[src/rtl/lsm_pkg.sv]
package lsm_pkg;

  typedef enum logic {
    ST_IDLE = 1'b0,
    ST_RUN  = 1'b1
  } lsm_state_e;

  localparam int WORD_BYTES = 4;

  // address of the following word in the run
  function automatic logic [31:0] step_word(input logic [31:0] a);
    return a + 32'(WORD_BYTES);
  endfunction

  // page frame number of an address for a given page-offset width
  function automatic logic [31:0] frame_of(input logic [31:0] a, input int pb);
    return a >> pb;
  endfunction

  // load whose base register would be overwritten by the run
  function automatic logic base_clobbered(input logic       ld,
                                          input logic [7:0] first,
                                          input logic [7:0] base);
    return ld && (base >= first);
  endfunction

endpackage

[src/rtl/lsm_form_check.sv]
module lsm_form_check #(
  parameter int RW = 5
) (
  input  logic          is_load_i,
  input  logic [RW-1:0] first_i,
  input  logic [RW-1:0] base_i,
  output logic          invalid_o
);
  import lsm_pkg::*;

  always_comb begin
    invalid_o = base_clobbered(is_load_i, 8'(first_i), 8'(base_i));
  end

endmodule

[src/rtl/lsm_addr_gen.sv]
module lsm_addr_gen #(
  parameter int AW        = 32,
  parameter int PAGE_BITS = 12
) (
  input  logic          clk,
  input  logic          rst_n,
  input  logic          load_i,
  input  logic [AW-1:0] ea_i,
  input  logic          active_i,
  input  logic          step_i,
  output logic [AW-1:0] addr_o,
  output logic          cross_o
);
  import lsm_pkg::*;

  logic [AW-1:0] addr_q;
  logic [AW-1:0] origin_q;
  logic          crossed_q;
  logic          off_page;

  assign off_page = frame_of(32'(addr_q), PAGE_BITS) != frame_of(32'(origin_q), PAGE_BITS);
  assign cross_o  = active_i && off_page && !crossed_q;
  assign addr_o   = addr_q;

  always_ff @(posedge clk or negedge rst_n) begin
    if (!rst_n) begin
      addr_q    <= '0;
      origin_q  <= '0;
      crossed_q <= 1'b0;
    end else if (load_i) begin
      addr_q    <= ea_i;
      origin_q  <= ea_i;
      crossed_q <= 1'b0;
    end else if (step_i) begin
      addr_q <= AW'(step_word(32'(addr_q)));
      if (off_page) crossed_q <= 1'b1;
    end
  end

endmodule

[src/rtl/lsm_ctrl.sv]
module lsm_ctrl #(
  parameter int NREGS = 32,
  parameter int RW    = $clog2(NREGS)
) (
  input  logic          clk,
  input  logic          rst_n,
  input  logic          start_i,
  input  logic          is_load_i,
  input  logic [RW-1:0] first_i,
  input  logic          invalid_i,
  input  logic          ack_i,
  input  logic          fault_i,
  output logic          go_o,
  output logic          run_o,
  output logic          accept_o,
  output logic          abort_o,
  output logic          is_load_o,
  output logic [RW-1:0] idx_o,
  output logic          done_o,
  output logic          fault_o,
  output logic          invalid_o
);
  import lsm_pkg::*;

  localparam logic [RW-1:0] LAST_IDX = RW'(NREGS - 1);

  lsm_state_e state_q;
  logic [RW-1:0] idx_q;
  logic          load_q;
  logic          done_q, fault_q, inv_q;
  logic          idle, reject, last;

  assign idle     = (state_q == ST_IDLE);
  assign go_o     = start_i && idle && !invalid_i;
  assign reject   = start_i && idle && invalid_i;
  assign run_o    = (state_q == ST_RUN);
  assign abort_o  = run_o && fault_i;
  assign accept_o = run_o && ack_i && !fault_i;
  assign last     = (idx_q == LAST_IDX);

  always_ff @(posedge clk or negedge rst_n) begin
    if (!rst_n) begin
      state_q <= ST_IDLE;
      idx_q   <= '0;
      load_q  <= 1'b0;
      done_q  <= 1'b0;
      fault_q <= 1'b0;
      inv_q   <= 1'b0;
    end else begin
      done_q  <= accept_o && last;
      fault_q <= abort_o;
      inv_q   <= reject;
      if (go_o) begin
        state_q <= ST_RUN;
        idx_q   <= first_i;
        load_q  <= is_load_i;
      end else if (abort_o) begin
        state_q <= ST_IDLE;
      end else if (accept_o) begin
        if (last) state_q <= ST_IDLE;
        else      idx_q   <= idx_q + 1'b1;
      end
    end
  end

  assign is_load_o = load_q;
  assign idx_o     = idx_q;
  assign done_o    = done_q;
  assign fault_o   = fault_q;
  assign invalid_o = inv_q;

endmodule

[src/rtl/lsm_seq.sv]
module lsm_seq #(
  parameter int NREGS     = 32,
  parameter int AW        = 32,
  parameter int DW        = 32,
  parameter int PAGE_BITS = 12,
  parameter int RW        = $clog2(NREGS)
) (
  input  logic          clk,
  input  logic          rst_n,
  input  logic          start_i,
  input  logic          is_load_i,
  input  logic [RW-1:0] first_reg_i,
  input  logic [RW-1:0] base_reg_i,
  input  logic [AW-1:0] ea_i,
  output logic          busy_o,
  output logic          mem_req_o,
  output logic          mem_we_o,
  output logic [AW-1:0] mem_addr_o,
  output logic [DW-1:0] mem_wdata_o,
  input  logic          mem_ack_i,
  input  logic          mem_fault_i,
  input  logic [DW-1:0] mem_rdata_i,
  output logic [RW-1:0] rf_raddr_o,
  input  logic [DW-1:0] rf_rdata_i,
  output logic          rf_we_o,
  output logic [RW-1:0] rf_waddr_o,
  output logic [DW-1:0] rf_wdata_o,
  output logic          page_cross_o,
  output logic          done_o,
  output logic          fault_o,
  output logic [AW-1:0] fault_addr_o,
  output logic          invalid_o
);

  // internal events, named for the checker
  logic          form_bad;
  logic          go_evt;
  logic          run;
  logic          accept_evt;
  logic          abort_evt;
  logic          load_run;
  logic [RW-1:0] idx;
  logic [AW-1:0] cur_addr;
  logic          cross_now;
  logic [AW-1:0] fault_addr_q;

  lsm_form_check #(.RW(RW)) u_form (
    .is_load_i (is_load_i),
    .first_i   (first_reg_i),
    .base_i    (base_reg_i),
    .invalid_o (form_bad)
  );

  lsm_ctrl #(.NREGS(NREGS), .RW(RW)) u_ctrl (
    .clk       (clk),
    .rst_n     (rst_n),
    .start_i   (start_i),
    .is_load_i (is_load_i),
    .first_i   (first_reg_i),
    .invalid_i (form_bad),
    .ack_i     (mem_ack_i),
    .fault_i   (mem_fault_i),
    .go_o      (go_evt),
    .run_o     (run),
    .accept_o  (accept_evt),
    .abort_o   (abort_evt),
    .is_load_o (load_run),
    .idx_o     (idx),
    .done_o    (done_o),
    .fault_o   (fault_o),
    .invalid_o (invalid_o)
  );

  lsm_addr_gen #(.AW(AW), .PAGE_BITS(PAGE_BITS)) u_addr (
    .clk      (clk),
    .rst_n    (rst_n),
    .load_i   (go_evt),
    .ea_i     (ea_i),
    .active_i (run),
    .step_i   (accept_evt),
    .addr_o   (cur_addr),
    .cross_o  (cross_now)
  );

  always_ff @(posedge clk or negedge rst_n) begin
    if (!rst_n)         fault_addr_q <= '0;
    else if (abort_evt) fault_addr_q <= cur_addr;
  end

  assign busy_o       = run;
  assign mem_req_o    = run;
  assign mem_we_o     = run && !load_run;
  assign mem_addr_o   = cur_addr;
  assign mem_wdata_o  = rf_rdata_i;
  assign rf_raddr_o   = idx;
  assign rf_we_o      = accept_evt && load_run;
  assign rf_waddr_o   = idx;
  assign rf_wdata_o   = mem_rdata_i;
  assign page_cross_o = cross_now;
  assign fault_addr_o = fault_addr_q;

endmodule

[config.mk]
export PLATFORM = sky130hd
export DESIGN_NAME = lsm_seq
export DESIGN_NICKNAME = d
export VERILOG_FILES = /design/src/rtl/lsm_pkg.sv /design/src/rtl/lsm_form_check.sv /design/src/rtl/lsm_addr_gen.sv /design/src/rtl/lsm_ctrl.sv /design/src/rtl/lsm_seq.sv
export SDC_FILE = /design/constraint.sdc
export NUM_CORES = 1
export LEC_CHECK = 0
export ABC_AREA = 1
export CORE_MARGIN = 2
export CORE_UTILIZATION = 55
export CTS_CLUSTER_SIZE = 16
export DETAILED_ROUTE_END_ITERATION = 12
export DONT_BUFFER_PORTS = 1
export GPL_ROUTABILITY_DRIVEN = 0
export PLACE_DENSITY_LB_ADDON = 0.08
export SLEW_MARGIN = 0
export SYNTH_ARGS = -nofsm -noshare
export SYNTH_HDL_FRONTEND = slang
export SYNTH_SLANG_ARGS = --single-unit
[constraint.sdc]
create_clock -name clk -period 2.8 [get_ports clk]
set_input_delay 0.28 -clock clk [delete_from_list [all_inputs] [get_ports clk]]
set_output_delay 0.28 -clock clk [all_outputs]
set_load 0.05 [all_outputs]
==> results.json <==
{
  "detailed_place.area_um2": 5650,
  "fp.dieArea_um2": 11300,
  "r2r.worst_path.cells": 7,
  "comb_power_share": 0.420,
  "rsz_0062_raised_after_global_routing": "false",
  "fmax_mhz": 425,
  "detailedPlacementHpwl_um": 11200,
  "effective_utilization_at_floorplan": 0.561,
  "drtAntennaViolNets": 0,
  "postLayoutSetupSlackWorst_ns": 0.449,
  "detail_route.first_pass.iterations": 5,
  "antenna_diode_count": 0,
  "synth_sequential_area_ratio": 0.412,
  "setup.worst_path.start_class": "flip-flop",
  "power_switching_w": 0.00378,
  "place.detailed.instances": 898,
  "cap_viol_max_count": 0,
  "detail_route.iter0.violations": 334,
  "hold_path_end": "u_addr.addr_o[0]",
  "place.port_buffers": 0,
  "worstMarginPinSlew_ns": 0.650,
  "min_path_cells": 2,
  "maximum_number_of_pins_on_one_net_before_global_route_repair": 96,
  "yosys_warnings": 0,
  "synth.area.mux_share": 0,
  "sw_frac_of_total": 0.554,
  "layout_common_cells": "sky130_fd_sc_hd__nand2_1, sky130_fd_sc_hd__dfrtp_1, sky130_fd_sc_hd__inv_1, sky130_fd_sc_hd__nand3_1, sky130_fd_sc_hd__o21ai_0",
  "total_negative_slack_ns": 0,
  "post_drt_via_cell_ratio": 5.34,
  "power.sequential.fraction": 0.455,
  "synth-compound-area-share": 0.0681,
  "clock_tree_from_tritoncts": "yes",
  "p_clk_frac": 0.124,
  "yosys.area_share.xor_xnor": 0.0167,
  "mappedNetlistArea_um2": 5770,
  "clk_latency_ns": 0.37,
  "post_synth_main_area_contributors": "sky130_fd_sc_hd__dfrtp_1, sky130_fd_sc_hd__nand2_1, sky130_fd_sc_hd__buf_4, sky130_fd_sc_hd__inv_1, sky130_fd_sc_hd__nand3_1",
  "worstSetupEndpointType": "primary output",
  "leakage_nw": 2.99,
  "layout.cells.most_common": "sky130_fd_sc_hd__nand2_1",
  "simple_logic_cell_fraction_of_the_synthesized_area": 0.325,
  "final_design_area_no_fill_um2": 5870,
  "post-route-period-util": 0.839,
  "r2r_setup_slk_ns": 0.89,
  "design.final.nets": 896,
  "drcViolationCount": 0,
  "cp_data_arrival_time_ns": 2.07,
  "core_footprint_um2": 10300,
  "hp-class": "primary input to flip-flop",
  "final-hold-violation-count": 0,
  "final_cells": 917,
  "timing.hold.worst.start": "ea_i[0]",
  "antenna_found_initial": 0,
  "grt_first_pass_wirelength_um": 24600,
  "utilization": 0.571,
  "gr-total-overflow": 0,
  "final_max_slew_viol_count": 0,
  "areaGrowthSynthToFinish_pct": 1.78,
  "vias_in_the_first_global_route": 4873,
  "die_height_um": 106,
  "period_minus_slack_ns": 2.35,
  "synthesis.area_per_instance_um2": 7.11,
  "detail_route.wirelength_um": 14900,
  "worst_setup_hold_path_clk_slew_ns": 0.09,
  "syn-num-nets": 932,
  "rr_startpoint": "u_ctrl.run_o",
  "critical_path_class": "flip-flop to primary output",
  "clock_sinks": 95,
  "slew_headroom": 0.565,
  "synth_cell_types": 25,
  "drt-wirelength-per-cell_um": 16.2,
  "post_synth_fa_ha_maj_area_fraction": 0.0173,
  "pin_count": 258,
  "main_combinational_cell_family_by_area_after_synthesis": "simple AND/OR/NAND/NOR gates",
  "yosysTopAreaCellShare": 0.412,
  "synthesis.instances": 812,
  "power_per_cell_area_nw_per_um2": 1160,
  "die_width_um": 106,
  "fp-row-count": 37,
  "total_clock_buffers_created_by_cts": 9,
  "worst_ep_required_time_ns": 2.52,
  "post_cts_resized": 0,
  "post_route_cells_drive_above_1_share": 0.106,
  "largest_area_contributor_in_the_synthesized_netlist": "sky130_fd_sc_hd__dfrtp_1",
  "status": "finished clean",
  "ctsRootBufferMaster": "sky130_fd_sc_hd__clkbuf_8",
  "cell_internal_power_dissipation_w": 0.00304,
  "groute.usage.overall": 0.275,
  "cts.path.max_buffers": 2,
  "detailedPlace.worstSlack_ns": 0.581,
  "vdd_drop_max_mv": 0.465,
  "route.vias.total": 4896,
  "synth.ff_latch_count": 95,
  "htree_levels": 3,
  "timing.final.setup_violations": 0,
  "worst-path-max-fanout": 6,
  "crit-reg2reg-capture": "u_addr.addr_o[25]",
  "fin_skew_ns": 0.0103
}
power groups by stage:
stage	logic (W)	registers (W)	clock network (W)
2_1_floorplan	0.00159	0.00385	0
3_3_place_gp	0.00279	0.00312	0
3_5_place_dp	0.00284	0.00314	0
4_1_cts	0.00289	0.00311	0.000867
5_1_grt	0.00319	0.00318	0.000917
6_report	0.00287	0.00311	0.000847
worst max-delay path by stage:
stage | from | endpoint | slack [ns]
after detailed placement | first_reg_i[4] | u_addr.addr_o[8] | 0.58
after global routing | u_addr.addr_o[14] | page_cross_o | 0.33
after CTS | u_addr.addr_o[14] | page_cross_o | 0.46
after floorplan | u_ctrl.run_o | rf_we_o | 0.57
after global placement | first_reg_i[4] | u_addr.addr_o[8] | 0.62
final | u_addr.addr_o[14] | page_cross_o | 0.45
worst max-delay path: stages (launching register included):
cell and delay [ns]:
sky130_fd_sc_hd__dfrtp_1 0.48, sky130_fd_sc_hd__buf_4 0.26, sky130_fd_sc_hd__inv_1 0.11, sky130_fd_sc_hd__nand2_1 0.08, sky130_fd_sc_hd__nand2_1 0.05, sky130_fd_sc_hd__nor2_1 0.09, sky130_fd_sc_hd__nand2_1 0.09, sky130_fd_sc_hd__nor2_1 0.14
sky130_fd_sc_hd__nand3_1 0.11, sky130_fd_sc_hd__nand2_1 0.08, sky130_fd_sc_hd__nor2_1 0.05, sky130_fd_sc_hd__buf_4 0.18
state kept, by name, indices dropped and copies added, names as in the netlist:
name,flops
u_ctrl.is_load_o,1
u_addr.crossed_q,1
fault_addr_o,32
u_ctrl.invalid_o,1
u_addr.origin_q,20
u_ctrl.fault_o,1
u_ctrl.run_o,1
u_addr.addr_o,32
u_ctrl.idx_o,5
u_ctrl.done_o,1
layer usage:
layer	up-vias	share of wire	global-route usage
met1	2277	0.41	0.345
met3	37	0.080	0.0674
li1	2377	-	-
met4	0	0.029	0.113
met5	-	0	0
met2	205	0.48	0.457
repair_timing:
| action | 4_1_cts | 5_1_grt |
|---|---|---|
| endpoints found under the hold margin | 96 | 0 |
| hold buffers | 3 | 0 |
| buffers inserted | 0 | 0 |
logic make-up after synthesis:
logic type	Yosys count
buffers and inverters	171
DFF	95
AOI/OAI and AO/OA	73
adders and majority gates	8
and+or+nand+nor	454
xor gates and xnor gates	11
final cells by class:
class	instances	area, um2
Fill cell	1052	4410
Clock buffer	14	163
Multi-Input combinational cell	546	2470
Clock inverter	2	15.0
Tap cell	136	170
Timing Repair Buffer	46	383
Sequential cell	95	2380
Inverter	78	295
through the flow:
stage	hold slack [ns]	power (W)
2_1_floorplan	-0.0156	0.00544
3_3_place_gp	-0.0135	0.00591
3_5_place_dp	-0.0137	0.00598
4_1_cts	0.00609	0.00686
5_1_grt	0.0202	0.00729
6_report	0.0155	0.00683
cells in the mapped netlist, drive strengths merged:
cell    count
o31ai       1
nand3      55
dfrtp      95
o211ai     10
nor3        1
xor2        9
buf        83
nand4       6
xnor2       2
inv        77
nand2     325
o21ai      59
a21oi       3
ha          8
clkinv      1
clkbuf     10
nor2       67
No activity file was read; power rests on OpenSTA's default activity.
